[config.mk]
export PLATFORM = sky130hd
export DESIGN_NAME = cfg_serial_loader
export DESIGN_NICKNAME = d
export VERILOG_FILES = /design/src/rtl/cfg_loader_pkg.sv /design/src/rtl/cfg_loader_sync.sv /design/src/rtl/cfg_loader_dp.sv /design/src/rtl/cfg_loader_ctrl.sv /design/src/rtl/cfg_serial_loader.sv
export SDC_FILE = /design/constraint.sdc
export NUM_CORES = 1
export LEC_CHECK = 0
export BUFFER_PORTS_ARGS = -buffer_cell sky130_fd_sc_hd__buf_2
export CAP_MARGIN = 20
export CORE_MARGIN = 8
export CORE_UTILIZATION = 45
export DETAILED_ROUTE_END_ITERATION = 10
export PLACE_DENSITY = 0.74
export SLEW_MARGIN = 20
export SYNTH_ARGS = -nofsm -noshare
export SYNTH_HDL_FRONTEND = slang
export SYNTH_SLANG_ARGS = --single-unit
export TNS_END_PERCENT = 1
[constraint.sdc]
create_clock -name clk -period 2.7 [get_ports clk]
set_input_delay 0.54 -clock clk [delete_from_list [all_inputs] [get_ports clk]]
set_output_delay 0.54 -clock clk [all_outputs]
set_load 0.005 [all_outputs]
[src/rtl/cfg_loader_pkg.sv]
package cfg_loader_pkg;

  localparam int BYTE_W = 8;

  typedef enum logic [2:0] {
    ST_IDLE,
    ST_HUNT,
    ST_PROG,
    ST_INITWAIT,
    ST_SHIFT,
    ST_FETCH,
    ST_DONEWAIT
  } seqState_t;

  typedef enum logic [1:0] {
    WAIT_NONE,
    WAIT_INIT_LOW,
    WAIT_INIT_HIGH,
    WAIT_DONE
  } waitSel_t;

  localparam logic [1:0] ERR_NONE      = 2'd0;
  localparam logic [1:0] ERR_INIT_LOW  = 2'd1;
  localparam logic [1:0] ERR_INIT_HIGH = 2'd2;
  localparam logic [1:0] ERR_DONE      = 2'd3;

  // strobes from control to datapath
  typedef struct packed {
    logic              huntTake;   // pattern search looks at presented byte
    logic              modeLatch;  // capture pattern choice, clear matcher
    logic              progLow;    // hold program line low
    waitSel_t          waitSel;    // which wait the timeout counter times
    logic              load;       // start shifting loadVal
    logic [BYTE_W-1:0] loadVal;
  } ctrlCmd_t;

  // status from datapath to control
  typedef struct packed {
    logic              initLvl;    // synchronised init line
    logic              doneLvl;    // synchronised done line
    logic              tmoHit;     // current wait has run out
    logic              preHit;     // presented byte completes the pattern
    logic              byteDone;   // last phase of last bit ends this cycle
    logic              shortMode;  // two-byte pattern selected
    logic [BYTE_W-1:0] tailByte;   // byte that completed the pattern
  } dpStat_t;

endpackage

[src/rtl/cfg_loader_sync.sv]
module cfg_loader_sync #(
  parameter int                 WIDTH     = 2,
  parameter int                 STAGES    = 2,
  parameter logic [WIDTH-1:0]   RESET_VAL = '0
) (
  input  logic             clk,
  input  logic             rstN,
  input  logic [WIDTH-1:0] asyncIn,
  output logic [WIDTH-1:0] syncOut
);

  logic [WIDTH-1:0] stageQ [STAGES];

  always_ff @(posedge clk or negedge rstN) begin
    if (!rstN) stageQ[0] <= RESET_VAL;
    else       stageQ[0] <= asyncIn;
  end

  for (genvar s = 1; s < STAGES; s++) begin : gStage
    always_ff @(posedge clk or negedge rstN) begin
      if (!rstN) stageQ[s] <= RESET_VAL;
      else       stageQ[s] <= stageQ[s-1];
    end
  end

  assign syncOut = stageQ[STAGES-1];

endmodule

[src/rtl/cfg_loader_dp.sv]
module cfg_loader_dp
  import cfg_loader_pkg::*;
#(
  parameter int          CLK_DIV       = 4,
  parameter int          TMO_INIT_LOW  = 300000,
  parameter int          TMO_INIT_HIGH = 300000,
  parameter int          TMO_DONE      = 300000,
  parameter int          PRE_LONG_LEN  = 4,
  parameter logic [3:0]  PRE_SHORT_TAG = 4'h3
) (
  input  logic              clk,
  input  logic              rstN,
  input  ctrlCmd_t          cmd,
  input  logic [BYTE_W-1:0] inData,
  input  logic              inValid,
  input  logic              preambleSel,
  input  logic              tgtInit,
  input  logic              tgtDone,
  output dpStat_t           stat,
  output logic              progN,
  output logic              cclk,
  output logic              din
);

  localparam int TMO_AB  = (TMO_INIT_LOW > TMO_INIT_HIGH) ? TMO_INIT_LOW : TMO_INIT_HIGH;
  localparam int TMO_MAX = (TMO_AB > TMO_DONE) ? TMO_AB : TMO_DONE;
  localparam int TMO_W   = $clog2(TMO_MAX + 1);
  localparam int DIV_W   = (CLK_DIV > 1) ? $clog2(CLK_DIV) : 1;
  localparam int MATCH_W = $clog2(PRE_LONG_LEN + 1);
  localparam int BIT_W   = $clog2(BYTE_W);

  // ---------------- line synchronisers: {done, init}
  logic [1:0] pinSync;
  cfg_loader_sync #(.WIDTH(2), .STAGES(2), .RESET_VAL(2'b01)) uSync (
    .clk     (clk),
    .rstN    (rstN),
    .asyncIn ({tgtDone, tgtInit}),
    .syncOut (pinSync)
  );

  // ---------------- shared timeout counter
  waitSel_t          waitQ;
  logic [TMO_W-1:0]  tmoCnt;
  logic [TMO_W-1:0]  limitVal;

  always_comb begin
    case (cmd.waitSel)
      WAIT_INIT_LOW:  limitVal = TMO_W'(TMO_INIT_LOW - 1);
      WAIT_INIT_HIGH: limitVal = TMO_W'(TMO_INIT_HIGH - 1);
      WAIT_DONE:      limitVal = TMO_W'(TMO_DONE - 1);
      default:        limitVal = '1;
    endcase
  end

  always_ff @(posedge clk or negedge rstN) begin
    if (!rstN) begin
      waitQ  <= WAIT_NONE;
      tmoCnt <= '0;
    end else begin
      waitQ <= cmd.waitSel;
      if (cmd.waitSel != waitQ)           tmoCnt <= '0;
      else if (tmoCnt != TMO_W'(TMO_MAX)) tmoCnt <= tmoCnt + 1'b1;
    end
  end

  // ---------------- pattern matcher
  logic               modeQ;
  logic [MATCH_W-1:0] matchCnt;
  logic [BYTE_W-1:0]  tailQ;
  logic               take;
  logic               hit;
  logic               isFF;

  assign take = cmd.huntTake && inValid;
  assign isFF = (inData == {BYTE_W{1'b1}});

  always_comb begin
    if (modeQ) hit = take && (matchCnt != '0) && (inData[7:4] == PRE_SHORT_TAG);
    else       hit = take && (matchCnt == MATCH_W'(PRE_LONG_LEN - 1)) && isFF;
  end

  always_ff @(posedge clk or negedge rstN) begin
    if (!rstN) begin
      modeQ    <= 1'b0;
      matchCnt <= '0;
      tailQ    <= '0;
    end else if (cmd.modeLatch) begin
      modeQ    <= preambleSel;
      matchCnt <= '0;
    end else if (take) begin
      if (hit) begin
        matchCnt <= '0;
        tailQ    <= inData;
      end else if (isFF) begin
        matchCnt <= modeQ ? MATCH_W'(1) : matchCnt + 1'b1;
      end else begin
        matchCnt <= '0;
      end
    end
  end

  // ---------------- bit engine: four phases per bit, CLK_DIV cycles each
  logic              active;
  logic [BYTE_W-1:0] shReg;
  logic [BIT_W-1:0]  bitIdx;
  logic [1:0]        phase;
  logic [DIV_W-1:0]  divCnt;
  logic              stepEnd;
  logic              lastStep;

  assign stepEnd  = active && (divCnt == DIV_W'(CLK_DIV - 1));
  assign lastStep = stepEnd && (phase == 2'd3) && (bitIdx == BIT_W'(BYTE_W - 1));

  always_ff @(posedge clk or negedge rstN) begin
    if (!rstN) begin
      active <= 1'b0;
      shReg  <= '0;
      bitIdx <= '0;
      phase  <= '0;
      divCnt <= '0;
    end else if (cmd.load) begin
      active <= 1'b1;
      shReg  <= cmd.loadVal;
      bitIdx <= '0;
      phase  <= '0;
      divCnt <= '0;
    end else if (active) begin
      if (stepEnd) begin
        divCnt <= '0;
        phase  <= phase + 1'b1;
        if (phase == 2'd3) begin
          shReg  <= {shReg[BYTE_W-2:0], 1'b0};
          bitIdx <= bitIdx + 1'b1;
          if (bitIdx == BIT_W'(BYTE_W - 1)) active <= 1'b0;
        end
      end else begin
        divCnt <= divCnt + 1'b1;
      end
    end
  end

  // ---------------- registered target lines
  logic cclkNext;
  logic dinNext;

  assign cclkNext = !active || phase[1];
  assign dinNext  = !active || (phase == 2'd0) || (phase == 2'd3) || shReg[BYTE_W-1];

  always_ff @(posedge clk or negedge rstN) begin
    if (!rstN) begin
      progN <= 1'b1;
      cclk  <= 1'b1;
      din   <= 1'b1;
    end else begin
      progN <= !cmd.progLow;
      cclk  <= cclkNext;
      din   <= dinNext;
    end
  end

  // ---------------- status
  assign stat.initLvl   = pinSync[0];
  assign stat.doneLvl   = pinSync[1];
  assign stat.tmoHit    = (cmd.waitSel != WAIT_NONE) && (cmd.waitSel == waitQ) && (tmoCnt >= limitVal);
  assign stat.preHit    = hit;
  assign stat.byteDone  = lastStep;
  assign stat.shortMode = modeQ;
  assign stat.tailByte  = tailQ;

endmodule

[src/rtl/cfg_loader_ctrl.sv]
module cfg_loader_ctrl
  import cfg_loader_pkg::*;
#(
  parameter int PRE_LONG_LEN = 4
) (
  input  logic              clk,
  input  logic              rstN,
  input  logic              start,
  input  logic [BYTE_W-1:0] inData,
  input  logic              inValid,
  input  logic              inLast,
  input  dpStat_t           stat,
  output ctrlCmd_t          cmd,
  output logic              inReady,
  output logic              busy,
  output logic              okDone,
  output logic [1:0]        errCode
);

  localparam int RC_W = $clog2(PRE_LONG_LEN + 1);

  seqState_t         state;
  logic              lastSeen;
  logic [RC_W-1:0]   replayCnt;
  logic [RC_W-1:0]   preEnd;
  logic              replayMore;

  assign preEnd     = stat.shortMode ? RC_W'(2) : RC_W'(PRE_LONG_LEN);
  assign replayMore = (replayCnt < preEnd);
  assign inReady    = (state == ST_HUNT) || (state == ST_FETCH);
  assign busy       = (state != ST_IDLE);

  always_comb begin
    cmd         = '0;
    cmd.waitSel = WAIT_NONE;
    case (state)
      ST_IDLE:     cmd.modeLatch = start;
      ST_HUNT:     cmd.huntTake  = 1'b1;
      ST_PROG: begin
        cmd.progLow = 1'b1;
        cmd.waitSel = WAIT_INIT_LOW;
      end
      ST_INITWAIT: begin
        cmd.waitSel = WAIT_INIT_HIGH;
        if (stat.initLvl) begin
          cmd.load    = 1'b1;
          cmd.loadVal = {BYTE_W{1'b1}};
        end
      end
      ST_SHIFT: begin
        if (stat.byteDone && replayMore) begin
          cmd.load    = 1'b1;
          cmd.loadVal = (replayCnt == preEnd - 1'b1) ? stat.tailByte : {BYTE_W{1'b1}};
        end
      end
      ST_FETCH: begin
        if (inValid) begin
          cmd.load    = 1'b1;
          cmd.loadVal = inData;
        end
      end
      ST_DONEWAIT: cmd.waitSel = WAIT_DONE;
      default: ;
    endcase
  end

  always_ff @(posedge clk or negedge rstN) begin
    if (!rstN) begin
      state     <= ST_IDLE;
      lastSeen  <= 1'b0;
      replayCnt <= '0;
      okDone    <= 1'b0;
      errCode   <= ERR_NONE;
    end else begin
      case (state)
        ST_IDLE: if (start) begin
          okDone  <= 1'b0;
          errCode <= ERR_NONE;
          state   <= ST_HUNT;
        end
        ST_HUNT: if (stat.preHit) begin
          lastSeen <= inLast;
          state    <= ST_PROG;
        end
        ST_PROG: begin
          if (!stat.initLvl) state <= ST_INITWAIT;
          else if (stat.tmoHit) begin
            errCode <= ERR_INIT_LOW;
            state   <= ST_IDLE;
          end
        end
        ST_INITWAIT: begin
          if (stat.initLvl) begin
            replayCnt <= RC_W'(1);
            state     <= ST_SHIFT;
          end else if (stat.tmoHit) begin
            errCode <= ERR_INIT_HIGH;
            state   <= ST_IDLE;
          end
        end
        ST_SHIFT: if (stat.byteDone) begin
          if (replayMore)    replayCnt <= replayCnt + 1'b1;
          else if (lastSeen) state     <= ST_DONEWAIT;
          else               state     <= ST_FETCH;
        end
        ST_FETCH: if (inValid) begin
          lastSeen <= inLast;
          state    <= ST_SHIFT;
        end
        ST_DONEWAIT: begin
          if (stat.doneLvl) begin
            okDone <= 1'b1;
            state  <= ST_IDLE;
          end else if (stat.tmoHit) begin
            errCode <= ERR_DONE;
            state   <= ST_IDLE;
          end
        end
        default: state <= ST_IDLE;
      endcase
    end
  end

endmodule

[src/rtl/cfg_serial_loader.sv]
module cfg_serial_loader
  import cfg_loader_pkg::*;
#(
  parameter int         CLK_DIV       = 4,
  parameter int         TMO_INIT_LOW  = 300000,
  parameter int         TMO_INIT_HIGH = 300000,
  parameter int         TMO_DONE      = 300000,
  parameter int         PRE_LONG_LEN  = 4,
  parameter logic [3:0] PRE_SHORT_TAG = 4'h3
) (
  input  logic        clk,
  input  logic        rstN,
  input  logic        start,
  input  logic        preambleSel,
  input  logic [7:0]  inData,
  input  logic        inValid,
  input  logic        inLast,
  output logic        inReady,
  output logic        progN,
  output logic        cclk,
  output logic        din,
  input  logic        tgtInit,
  input  logic        tgtDone,
  output logic        busy,
  output logic        okDone,
  output logic [1:0]  errCode
);

  ctrlCmd_t cmd;
  dpStat_t  stat;

  cfg_loader_ctrl #(.PRE_LONG_LEN(PRE_LONG_LEN)) uCtrl (
    .clk     (clk),
    .rstN    (rstN),
    .start   (start),
    .inData  (inData),
    .inValid (inValid),
    .inLast  (inLast),
    .stat    (stat),
    .cmd     (cmd),
    .inReady (inReady),
    .busy    (busy),
    .okDone  (okDone),
    .errCode (errCode)
  );

  cfg_loader_dp #(
    .CLK_DIV       (CLK_DIV),
    .TMO_INIT_LOW  (TMO_INIT_LOW),
    .TMO_INIT_HIGH (TMO_INIT_HIGH),
    .TMO_DONE      (TMO_DONE),
    .PRE_LONG_LEN  (PRE_LONG_LEN),
    .PRE_SHORT_TAG (PRE_SHORT_TAG)
  ) uDp (
    .clk         (clk),
    .rstN        (rstN),
    .cmd         (cmd),
    .inData      (inData),
    .inValid     (inValid),
    .preambleSel (preambleSel),
    .tgtInit     (tgtInit),
    .tgtDone     (tgtDone),
    .stat        (stat),
    .progN       (progN),
    .cclk        (cclk),
    .din         (din)
  );

endmodule

==> results.yml <==
run_status:
  status: "complete, no violations"
yosys:
  synth_cell_types: 65
  synth-main-ff-cell: "dfrtp_1"
  ys_seq_elements: 66
  yosys.area.top_type: "dfrtp_1"
  yosysWarnings: 0
  syn_inst: 371
  ys_seq_area_frac: 0.4482
  synth_top_area_share: 0.4127
  synthArstFlopShare: 1.000
  syn-num-nets: 407
  avgSynthCellArea_um2: 9.969
  synth_area_um2: 3699
  synth_edf_count: 0
  synthTopCellsByCount: "61 x dfrtp_1, 42 x nor2_1, 24 x nand2_1, 20 x ha_1, 18 x a21oi_1"
  post-synth-top-count-cell: "dfrtp_1"
  synth_area_leaders: "dfrtp_1 41%, ha_1 6.8%, nor2_1 4.3%, dfstp_2 3.6%, xor2_1 3.1%"
clock_network:
  cts_setup_buffers: 0
  clkTransAtPathRegs_ns: 0.07
  cts_tree: "done"
  cts_buffer_depth: 2
  cts_resized: 0
  numClockSinks: 66
  holdBufCountCts: 0
  root_buffer: "clkbuf_8"
  cts_htree_levels: 3
  clock_latency_ns: 0.34
  cts_buffers: 9
timing:
  finalSetupTns_ns: 0
  tightest_slew_ns: 0.9283
  drv_slew: 0
  fin_crit_ns: 2.487
  fmax_mhz: 402.0
  hold_viol: 0
  period_share: 0.9213
  rsz0062_at_grt: "false"
  slew_headroom: 0.3770
  report.final.setup_viol: 0
  skew_ns: 0.009510
critical_path:
  arrival_ns: 2.73
  r2r_slack_ns: 0.21
  worstSetupPathType: "flop to flop"
  ff2ff_path_depth: 7
  crit_path_end: "uCtrl.state[1]"
  crit_fanout: 7
  end_kind: "flop"
  worstPathCellList: "a21oi_1 > ha_1 > o211ai_1 > a221oi_1 > a211oi_2 > o221ai_1 > a221oi_1"
  r2r-start: "uCtrl.state[2]"
  crit_path_max_incr_delay_ns: 0.50
  cp_slowest_cell: "a21oi_1"
  timing.rr.end: "uCtrl.state[1]"
  cp-startpoint: "uCtrl.state[2]"
  cp-start-kind: "flop"
  critPathMostFrequentCell: "a221oi_1"
  critPathRequiredTime_ns: 2.94
grt:
  grt_first_pass_wirelength_um: 13100
  antenna_found_initial: 0
  grt_pass1_vias: 2883
  grtUsageTotal: 0.1389
  grt_max_degree: 43
  grt_remaining_overflow: 0
drt:
  first_pass_iters: 5
  drt-initial-drc-count: 158
  wl_per_cell_um: 15.06
  viasPerCell: 5.635
  via_count: 2840
  drc: 0
  ant_nets: 0
  wirelength_um: 7590
pwr:
  static-leakage-power_nw: 1.890
  power_mw: 3.423
  p_per_area_nw_per_um2: 834.4
  ir_worst_vdd_v: 0.0004388
placement:
  post-dp-hpwl_um: 5343
  port_buffers: 23
  place_congestion: 0.8386
floorplan:
  core_um2: 8093
  die_y_um: 106.7
  initial_core_util: 0.4570
  die_x_um: 106.7
  die_area_um2: 11380
  rows: 33
  io_pins: 24
final_layout:
  fill_cells: 786
  regArea_um2: 1658
  fin_nets: 430
  drive_gt1_frac: 0.1905
  multi_input_area_um2: 1869
  antenna_cells: 0
  area_delta_synth_final_pct: 10.93
flow_run:
  drv_cap: 0
hold_path:
  hold_class: "primary input to asynchronous set/reset pin"
-- cell type report --
type                       instances  area share
clock buffer                      10     0.03355
sequential                        66      0.4041
tap                              105     0.03202
clock inverter                     6     0.01616
multi-input combinational        270      0.4556
timing repair buffer              29     0.04209
inverter                          18     0.01647
-- cells in the final DEF, fill, tap and decap left out, types with 6 or more instances in the layout --
cell type and count:
xnor2_1 9, dfrtp_1 61, mux2_2 10, nand4_1 11
nand2b_1 6, o211ai_1 7, buf_2 23, clkbuf_8 10
nand2_1 24, inv_1 17, a21oi_1 18, mux2i_1 9
xor2_1 13, o21ai_0 14, nor2_1 42, nand3_1 16
ha_1 20
-- worst min-delay path by stage --
stage                                    from                    to  depth (start not counted)
after global placement    uDp.uSync.stageQ[3]  uDp.uSync.syncOut[1]                          0
after detailed placement  uDp.uSync.stageQ[3]  uDp.uSync.syncOut[1]                          0
after floorplan                          rstN      uCtrl.errCode[0]                          0
after global routing                     rstN          uDp.tailQ[0]                          1
final                                    rstN          uDp.tailQ[0]                          1
after CTS                                rstN          uDp.tailQ[0]                          1
-- layer usage --
| layer | global-route usage | vias to the layer above | routed length [um] |
|---|---|---|---|
| li1 | - | 1374 | - |
| met1 | 0.1725 | 1382 | 3446 |
| met2 | 0.2269 | 71 | 3753 |
| met3 | 0.02579 | 13 | 256 |
| met4 | 0.06935 | 0 | 133 |
| met5 | 0 | - | 0 |
-- metrics by stage --
step,instance area [um^2],utilization,setup WS (ns),std cells,hold slack [ns]
CTS,4103,0.5070,0.2240,504,0.2078
detailed placement,3899,0.4818,0.2439,488,0.3443
global placement,3899,0.4818,0.4118,488,0.3357
floorplan,3699,-,0.1693,371,0.2444
global route,4103,0.5070,0.07591,504,0.2457
finish,4103,0.5070,0.2125,504,0.2008
-- flip-flops by register name, indices dropped and copies added (netlist names), 3 cells and up --
name	count
uDp.matchCnt	3
uDp.shReg	8
uDp.bitIdx	3
uDp.tailQ	8
uCtrl.state	3
uCtrl.replayCnt	3
uDp.tmoCnt	19
-- logic make-up after synthesis --
family	Yosys count	share of synthesized area
AND/OR/NAND/NOR	137	0.1993
flip-flops	66	0.4482
adder cells (fa/ha/maj)	20	0.06766
multiplexers	19	0.05481
XOR/XNOR	22	0.05210
buffers and inverters	35	0.04634
AO/OA/AOI/OAI	72	0.1316
-- power breakdown --
| part | internal (mW) | total [mW] | switching [mW] |
|---|---|---|---|
| logic | 0.504 | 1.19 | 0.684 |
| registers | 1.21 | 1.38 | 0.174 |
| clock network | 0.451 | 0.855 | 0.404 |
| total | 2.16 | 3.42 | 1.26 |
-- worst max-delay path, delay by kind of cell (launching register included) --
kind	cells	cell delay, ns
flip-flops	1	0.39
adder cells (fa/ha/maj)	1	0.36
AO/OA/AOI/OAI	6	1.63
Note: power is estimated with default switching activity, not from simulation.
